===== src/rtl/cq_pkg.sv =====
// Shared definitions for the command queue ring controller.
// Assumes 32-byte commands and a ring sized in 4 KiB pages, at most 256 pages.
package cq_pkg;
    typedef enum logic [1:0] {
        SEL_CTRL = 2'd0,
        SEL_BASE = 2'd1,
        SEL_WOFF = 2'd2,
        SEL_ROFF = 2'd3
    } cq_sel_e;

    localparam int CMD_BYTES = 32;
    localparam int OFF_W     = 20;              // offsets span bits 19:0
    localparam int QL_W      = OFF_W + 1;       // ring length reaches 2^20
    localparam logic [63:0] OFF_MASK = 64'h0000_0000_000F_FFE0;

    // Merge a full or half write into a 64-bit register value.
    function automatic logic [63:0] cq_merge(input logic [63:0] old,
                                             input logic [63:0] wd,
                                             input logic wide,
                                             input logic hi);
        if (wide)
            return wd;
        else if (hi)
            return {wd[31:0], old[31:0]};
        else
            return {old[63:32], wd[31:0]};
    endfunction
endpackage


===== src/rtl/cq_regs.sv =====
// Register block: control enable, base/size register and write offset.
// Makes the readback mux and the ring geometry (physical base, length).
// Assumes one access per cycle. The read offset is owned by the fetch engine.
module cq_regs
    import cq_pkg::*;
#(
    parameter int PA_W = 52
) (
    input  logic               clk,
    input  logic               rst_n,
    input  logic               reg_wr,
    input  logic [1:0]         reg_sel,
    input  logic               reg_wide,
    input  logic               reg_hi,
    input  logic [63:0]        reg_wdata,
    output logic [63:0]        reg_rdata,
    input  logic [OFF_W-1:0]   rd_off,
    output logic               enable,
    output logic [63:0]        base,
    output logic [OFF_W-1:0]   woff,
    output logic [QL_W-1:0]    qlen,
    output logic [PA_W-1:0]    base_pa,
    output logic               clr
);
    logic [63:0] woff_cand;
    logic        woff_ok;
    logic        quiet;
    logic [63:0] sel_val;

    // Ring geometry decoded from the base register.
    assign qlen    = (QL_W'(base[7:0]) + QL_W'(1)) << 12;
    assign base_pa = {base[PA_W-1:12], 12'b0};

    // Accepted base write, which also empties the ring.
    assign clr = reg_wr && (reg_sel == SEL_BASE) && !enable;

    // Candidate write offset after merging and masking, plus its range check.
    always_comb begin
        woff_cand = cq_merge({{(64-OFF_W){1'b0}}, woff}, reg_wdata, reg_wide, reg_hi) & OFF_MASK;
        woff_ok   = woff_cand <= {{(64-QL_W){1'b0}}, qlen};
    end

    // State update for enable, base and write offset.
    always_ff @(posedge clk) begin
        if (!rst_n) begin
            enable <= 1'b0;
            base   <= '0;
            woff   <= '0;
        end else if (reg_wr) begin
            if (reg_sel == SEL_CTRL && (reg_wide || !reg_hi))
                enable <= reg_wdata[0];
            if (clr) begin
                base <= cq_merge(base, reg_wdata, reg_wide, reg_hi);
                woff <= '0;
            end
            if (reg_sel == SEL_WOFF && woff_ok)
                woff <= woff_cand[OFF_W-1:0];
        end
    end

    // Readback: pick the register, then the requested half.
    always_comb begin
        quiet = (rd_off == woff);
        unique case (reg_sel)
            SEL_CTRL: sel_val = {32'b0, quiet, 30'b0, enable};
            SEL_BASE: sel_val = base;
            SEL_WOFF: sel_val = {{(64-OFF_W){1'b0}}, woff};
            default:  sel_val = {{(64-OFF_W){1'b0}}, rd_off};
        endcase
        if (reg_wide)
            reg_rdata = sel_val;
        else if (reg_hi)
            reg_rdata = {32'b0, sel_val[63:32]};
        else
            reg_rdata = {32'b0, sel_val[31:0]};
    end
endmodule


===== src/rtl/cq_fetch.sv =====
// Fetch engine: while the read offset trails the write offset, requests one
// command, waits for it, presents it and then advances with wrap.
// Assumes responses arrive in order, one per accepted request. A clear
// (accepted base write) drops any command in flight and drains a pending response.
module cq_fetch
    import cq_pkg::*;
#(
    parameter int PA_W  = 52,
    parameter int CMD_W = 256
) (
    input  logic               clk,
    input  logic               rst_n,
    input  logic               clr,
    input  logic [PA_W-1:0]    base_pa,
    input  logic [OFF_W-1:0]   woff,
    input  logic [QL_W-1:0]    qlen,
    output logic [OFF_W-1:0]   rd_off,
    output logic               mem_req_valid,
    input  logic               mem_req_ready,
    output logic [PA_W-1:0]    mem_req_addr,
    input  logic               mem_rsp_valid,
    input  logic               mem_rsp_err,
    input  logic [CMD_W-1:0]   mem_rsp_data,
    output logic               cmd_valid,
    input  logic               cmd_ready,
    output logic [CMD_W-1:0]   cmd_data
);
    typedef enum logic [2:0] {F_IDLE, F_REQ, F_WAIT, F_OUT, F_DRAIN} fstate_e;

    fstate_e            st;
    logic [QL_W-1:0]    inc;
    logic [OFF_W-1:0]   nxt;
    logic               waiting;

    // Next read offset with wrap at the ring end.
    always_comb begin
        inc = QL_W'(rd_off) + QL_W'(CMD_BYTES);
        nxt = (inc == qlen) ? '0 : inc[OFF_W-1:0];
    end

    assign waiting       = (st == F_WAIT) || (st == F_DRAIN);
    assign mem_req_valid = (st == F_REQ);
    assign mem_req_addr  = base_pa + PA_W'(rd_off);
    assign cmd_valid     = (st == F_OUT);

    // Sequencing of a single command fetch and the read offset.
    always_ff @(posedge clk) begin
        if (!rst_n) begin
            st       <= F_IDLE;
            rd_off   <= '0;
            cmd_data <= '0;
        end else if (clr) begin
            rd_off <= '0;
            st     <= (waiting && !mem_rsp_valid) ? F_DRAIN : F_IDLE;
        end else begin
            unique case (st)
                F_IDLE:  if (rd_off != woff) st <= F_REQ;
                F_REQ:   if (mem_req_ready) st <= F_WAIT;
                F_WAIT:  if (mem_rsp_valid) begin
                             if (mem_rsp_err) begin
                                 rd_off <= nxt;
                                 st     <= F_IDLE;
                             end else begin
                                 cmd_data <= mem_rsp_data;
                                 st       <= F_OUT;
                             end
                         end
                F_OUT:   if (cmd_ready) begin
                             rd_off <= nxt;
                             st     <= F_IDLE;
                         end
                default: if (mem_rsp_valid) st <= F_IDLE;
            endcase
        end
    end
endmodule


===== src/rtl/cq_ring_ctrl.sv =====
// Top of the command queue ring controller: register block plus fetch engine.
// Assumes a single software access port and an in-order memory read channel.
module cq_ring_ctrl
    import cq_pkg::*;
#(
    parameter int PA_W  = 52,
    parameter int CMD_W = 256
) (
    input  logic               clk,
    input  logic               rst_n,
    input  logic               reg_wr,
    input  logic [1:0]         reg_sel,
    input  logic               reg_wide,
    input  logic               reg_hi,
    input  logic [63:0]        reg_wdata,
    output logic [63:0]        reg_rdata,
    output logic               mem_req_valid,
    input  logic               mem_req_ready,
    output logic [PA_W-1:0]    mem_req_addr,
    input  logic               mem_rsp_valid,
    input  logic               mem_rsp_err,
    input  logic [CMD_W-1:0]   mem_rsp_data,
    output logic               cmd_valid,
    input  logic               cmd_ready,
    output logic [CMD_W-1:0]   cmd_data
);
    logic               en_q;
    logic [63:0]        base_q;
    logic [OFF_W-1:0]   woff_q;
    logic [OFF_W-1:0]   roff_q;
    logic [QL_W-1:0]    qlen_w;
    logic [PA_W-1:0]    base_pa_w;
    logic               clr_w;

    cq_regs #(.PA_W(PA_W)) u_regs (
        .clk      (clk),
        .rst_n    (rst_n),
        .reg_wr   (reg_wr),
        .reg_sel  (reg_sel),
        .reg_wide (reg_wide),
        .reg_hi   (reg_hi),
        .reg_wdata(reg_wdata),
        .reg_rdata(reg_rdata),
        .rd_off   (roff_q),
        .enable   (en_q),
        .base     (base_q),
        .woff     (woff_q),
        .qlen     (qlen_w),
        .base_pa  (base_pa_w),
        .clr      (clr_w)
    );

    cq_fetch #(.PA_W(PA_W), .CMD_W(CMD_W)) u_fetch (
        .clk          (clk),
        .rst_n        (rst_n),
        .clr          (clr_w),
        .base_pa      (base_pa_w),
        .woff         (woff_q),
        .qlen         (qlen_w),
        .rd_off       (roff_q),
        .mem_req_valid(mem_req_valid),
        .mem_req_ready(mem_req_ready),
        .mem_req_addr (mem_req_addr),
        .mem_rsp_valid(mem_rsp_valid),
        .mem_rsp_err  (mem_rsp_err),
        .mem_rsp_data (mem_rsp_data),
        .cmd_valid    (cmd_valid),
        .cmd_ready    (cmd_ready),
        .cmd_data     (cmd_data)
    );
endmodule


===== config.mk =====
export PLATFORM = sky130hd
export DESIGN_NAME = cq_ring_ctrl
export DESIGN_NICKNAME = d
export VERILOG_FILES = /design/src/rtl/cq_pkg.sv /design/src/rtl/cq_regs.sv /design/src/rtl/cq_fetch.sv /design/src/rtl/cq_ring_ctrl.sv
export SDC_FILE = /design/constraint.sdc
export NUM_CORES = 1
export LEC_CHECK = 0
export ABC_AREA = 1
export BUFFER_PORTS_ARGS = -buffer_cell sky130_fd_sc_hd__buf_2
export CAP_MARGIN = 0
export CORE_AREA = 3 3 274 276
export CTS_CLUSTER_DIAMETER = 120
export DETAILED_ROUTE_END_ITERATION = 8
export DIE_AREA = 0 0 277 279
export PLACE_DENSITY_LB_ADDON = 0.3
export SYNTH_ARGS = -nofsm -noshare
export SYNTH_HDL_FRONTEND = slang
export SYNTH_SLANG_ARGS = --single-unit

===== constraint.sdc =====
create_clock -name clk -period 3.6 [get_ports clk]
set_clock_uncertainty 0.2 [all_clocks]
set_input_delay 0.36 -clock clk [delete_from_list [all_inputs] [get_ports clk]]
set_output_delay 0.36 -clock clk [all_outputs]
set_load 0.005 [all_outputs]

**Word-level counts from Yosys, hierarchy flattened**

Index checks and enable logic that the tools add are counted.

- Flip-flop bits (word level): 364

- Mux-type cells: 23
- Equality and inequality tests: 17
- Order comparisons: 1
- Bitwise gates (word level): 3
- Reductions and logical operators: 24
- $add $sub $neg: 3

Operators by type and width:

| cell | count |
|---|---|
| $mux 64 | 3 |
| $pmux 64 s3 | 1 |
| $mux 20 | 8 |
| $add 52x20->52 | 1 |
| $pmux 20 s2 | 1 |
| $mux 32 | 1 |
| $add 20x6->21 const B | 1 |
| $eq 21x21->1 | 1 |
| $le 20x21->1 | 1 |
| $mux 3 | 7 |
| $eq 20x20->1 | 1 |
| $ne 20x20->1 | 1 |
| $pmux 3 s4 | 1 |
| $add 8x1->9 const B | 1 |
| $reduce_and 4->1 | 2 |
| $eq 3x2->1 const B | 2 |
| $ne 2x2->1 const B | 3 |
| $ne 3x1->1 const B | 2 |
| $reduce_and 3->1 | 2 |
| $reduce_bool 2->1 | 3 |
| $logic_and 1x1->1 | 5 |
| $reduce_and 5->1 | 1 |
| $reduce_bool 5->1 | 1 |
| $reduce_and 2->1 | 2 |
| other kinds (14) | 19 |

**Logic depth before layout (Yosys ltp)**

- Depth after elaboration: 6
- Depth in mapped cells: 22

**Hierarchy**

From an unflattened synthesis, not the netlist that was laid out.

- Cell total of the unflattened synthesis: 2630
- Area total of the unflattened synthesis: 18300.1 µm²

Modules (own cells, without submodules):

| module | cells an instance | instances | area each (µm²) | sequential area each (µm²) |
|---|---|---|---|---|
| cq_fetch | 1812 | 1 | 12786.0 | 5485.3 |
| cq_regs | 818 | 1 | 5514.0 | 1601.5 |

**Least setup slack after synthesis**

No wires, ideal clock.

- Path kind: in2reg
- Start point: in reg_wide
- End point: reg u_regs.woff[10]
- Data arrival time: 2.436 ns
- Buffers on the path: 4
- Cell stages on the path: 19
- Library setup time: 0.113 ns
- Path slack: 0.851 ns
- Data required time: 3.287 ns
- Path through: buf_6 inv_6 nand2_4 buf_2 clkbuf_1 o21ai_0 ha_1 a21o_1 nor2_1 nor2_1 nor2_1 nand2_1 nand2_2 nand2_4 nand2_2 nand2_2 buf_2 nor2_1 nor2_1

- Word-level cells in the longest chain between the ends: 5
- Elaborated cells on any way between the ends: 6

Ends and longest elaborated chain:

| item | line | source |
|---|---|---|
| start, declared | cq_ring_ctrl.sv:13 | `input logic reg_wide,` |
| $mux 20 (*) | cq_pkg.sv:21 | `if (wide)` |
| $le 20x21->1 | cq_regs.sv:40 | `woff_ok = woff_cand <= {{(64-QL_W){1'b0}}, qlen};` |
| $logic_and 1x1->1 | cq_regs.sv:56 | `if (reg_sel == SEL_WOFF && woff_ok)` |
| $reduce_bool 2->1 (no source line) | n/a |  |
| $reduce_and 2->1 (no source line) | n/a |  |
| end signal, assigned | cq_regs.sv:57 | `woff <= woff_cand[OFF_W-1:0];` |
| end, declared | cq_regs.sv:20 | `output logic [OFF_W-1:0] woff,` |

Every way passes the cells marked *; elsewhere a longest branch is shown, timed or not.
A chain may end at the register's enable or synchronous reset.

**Worst setup path in the final report**

- Start point: reg u_regs.base[12]
- End point: out mem_req_addr[38]

- Word-level cells in the longest chain between the ends: 1

Ends and longest elaborated chain:

| item | line | source |
|---|---|---|
| start, declared | cq_regs.sv:19 | `output logic [63:0] base,` |
| start signal, assigned | cq_regs.sv:53 | `base <= cq_merge(base, reg_wdata, reg_wide, reg_hi);` |
| $add 52x20->52 | cq_fetch.sv:43 | `assign mem_req_addr = base_pa + PA_W'(rd_off);` |
| end, declared | cq_ring_ctrl.sv:19 | `output logic [PA_W-1:0] mem_req_addr,` |

No other way between the ends.

==> out/qor.csv <==
metric,value,unit
status,finished clean,
Worst Tran Pin Value,794,ps
Total GRT Usage,18.9,%
Unique masters post-synth,44,
"antenna viol nets, final",0,
family with the most delay on the worst path,adder cells,
#FFs+latches synth,354,
Startpoint Class,register,
I/O pins,705,
# rows,99,
routed length per instance,18.2,um
Max Cap Violations,0,
die width,277,um
clock latency on the worst-skew pair,570,ps
Buffers & Inverters on Critical Path,3,
CTS Buffer Depth,3,
Peak VDD IR,0.410,mV
"most used cell, CP",inv_1,
sequential fraction of the synthesis area,43.9,%
Num CTS Buffers,43,
setup bufs post-CTS,0,
CTS root buf,clkbuf_16,
fin. max-slew vios,0,
first-pass iteration count of the detailed router,5,
final core occ,34.8,%
Synth area leader,dfxtp_1,
largest net degree at the start of global routing,84,
Post-synth EDFFs,0,
initial antenna violation count,3,
PwrDens,426,nW/um^2
CTS tree,built,
drt drc,0,
vias post-DR,19200,
"count leader, synth",nor2_1,
cell breakdown of the critical path,ha_1 -> inv_1 -> fa_2 -> o21ai_4 -> a21oi_2 -> inv_1 -> nand3_2 -> nor2_4 -> nand4_1 -> xor2_1 -> buf_2,
chip height,279,um
gpl congestion,0.946,
Reg-to-Reg Start,u_regs.base[0],
WP data required,3040,ps
Vias/cell,4.51,
cell with the largest stage delay on the worst path,fa_2,
final net count,3610,
Main synth FF type,dfxtp_1,
Setup Crit Path Kind,reg2out,
critical path's largest stage delay,400,ps
setup TNS,0,ps
Synth Cell Area,16100,um^2
Initial DRC Count,1280,
Hold Path Depth,3,
grt ovf,0,
initial core utilization,22.1,%
synth top area cells,"dfxtp_1, nor2_1, o21ai_0",
Min-Delay Startpoint,reg_wdata[1],
static leakage,0.0115,uW
H-tree Lvls,2,
P&R area growth vs syn,57.2,%
Total Power,10800,uW
RSZ-0062 raised after global routing,no,
Worst R2R End,u_regs.woff[14],
Worst Hold End,u_regs.base[1],
first-pass GRT wire length,115000,um
hpwl dp,58500,um
layout cells sized above 1,25.8,%
top cell type's share of synthesized area,43.9,%
worst min path class,in2reg,
Core ar.,72800,um^2
fin crit share,95.2,%
Tmin final,3430,ps
IO buf count,699,
die area,77300,um^2
number of stages on the worst setup path,11,
final hold violations,0,
max frequency,0.292,GHz
drt total wl,77600,um
filler cell count,7796,
final setup violation count,0,
Worst Setup End Kind,output pin,
Mean Syn Cell Area,7.02,um^2
ys async rst share,0,%
Crit Path Max Fanout,5,
yosys warns,0,
reg2reg setup slack,340,ps
FF-to-FF path depth,16,
Critical Path AT,2870,ps
Sinks on Clock Net,354,
vias in the first global route,18900,
Post-Synthesis Cells,2299,
Slew headroom,46.8,%
"CTS clk-pin slew, worst paths",60,ps
"top cells by count, synth","nor2_1, dfxtp_1, o21ai_0",
## sequential cells by signal (all words and copies together), names as in the netlist
register and flops:
u_fetch.rd_off 15, u_regs.woff 15, u_regs.base 64, u_regs.enable 1
u_fetch.cmd_data 256, u_fetch.st 3
## timing repair
action / 4_1_cts / 5_1_grt
setup endpoints to repair: 8 / 13
hold buffers: 318 / 1
gates resized for setup: 5 / 14
hold endpoints to repair: 321 / 1
## cells in the final DEF (no fill, tap or decap), types with 20 or more instances in the layout
cell type / count
nand2_1: 252
xor2_1: 48
a21oi_1: 83
clkbuf_16: 44
nand4_1: 20
inv_1: 152
a221oi_1: 45
dfxtp_1: 350
a211oi_1: 37
nor3_1: 37
nand3_1: 49
dlygate4sd3_1: 319
o21ai_0: 326
buf_4: 43
buf_2: 698
nor2_1: 648
## power breakdown
| group | internal, uW | switching (uW) | leakage, uW |
|---|---|---|---|
| registers | 4190 | 185 | 0.00287 |
| clock network | 2660 | 1800 | 0.000695 |
| logic | 890 | 1070 | 0.00794 |
## final cells by class
class / instances / area (um^2) / area share (%)
Multi-Input combinational cell: 1635 / 7870 / 31.0
Timing Repair Buffer: 1068 / 7160 / 28.2
Sequential cell: 354 / 7090 / 28.0
Clock buffer: 62 / 1230 / 4.85
Tap cell: 959 / 1200 / 4.73
Inverter: 158 / 606 / 2.39
Clock inverter: 15 / 195 / 0.770
Antenna cell: 4 / 10.0 / 0.0395
## worst max path at each step
stage,to,startpoint,slack (ps)
after floorplan,u_regs.woff[10],reg_wide,850
after global placement,mem_req_addr[38],u_regs.base[12],510
after detailed placement,u_regs.woff[14],u_regs.base[0],370
after CTS,mem_req_addr[47],u_fetch.rd_off[14],4
after global routing,mem_req_addr[40],u_regs.base[12],20
final,mem_req_addr[38],u_regs.base[12],170
## tightest hold or removal path, delay by kind of cell
family          cells  cell delay, ps
compound gates      2             250
buf+inv             1             150
## routing by layer
layer | wire length, um | vias to the layer above | GRT usage, %
met3 | 5370 | 161 | 3.82
met1 | 30900 | 8800 | 22.6
met5 | 0 | - | 0
met4 | 3020 | 0 | 7.31
met2 | 38300 | 809 | 33.4
li1 | - | 9422 | -
## cell families (layout without fill, tap and decap cells)
family / after synthesis / count (layout) / share of synthesized area [%]
buf+inv: 314 / 1303 / 7.97
simple gates: 1033 / 1033 / 25.5
flops: 354 / 354 / 43.9
fa+ha+maj: 19 / 19 / 1.52
compound gates: 521 / 521 / 18.0
other cells: 1 / 9 / 0.0232
xor+xnor: 57 / 57 / 3.09
## through the flow
step                      instance area [um^2]  hold WS [ps]  setup WS (ps)  cells
after global placement                   20700           237            506   3855
after global routing                     25400          43.5           17.2   4253
after detailed placement                 20700           239            366   3855
final                                    25400          38.0            173   4255
after floorplan                          16100           223            851   2303
after CTS                                25300        0.0779           3.60   4250
Note: power is estimated with default switching activity, not from simulation.
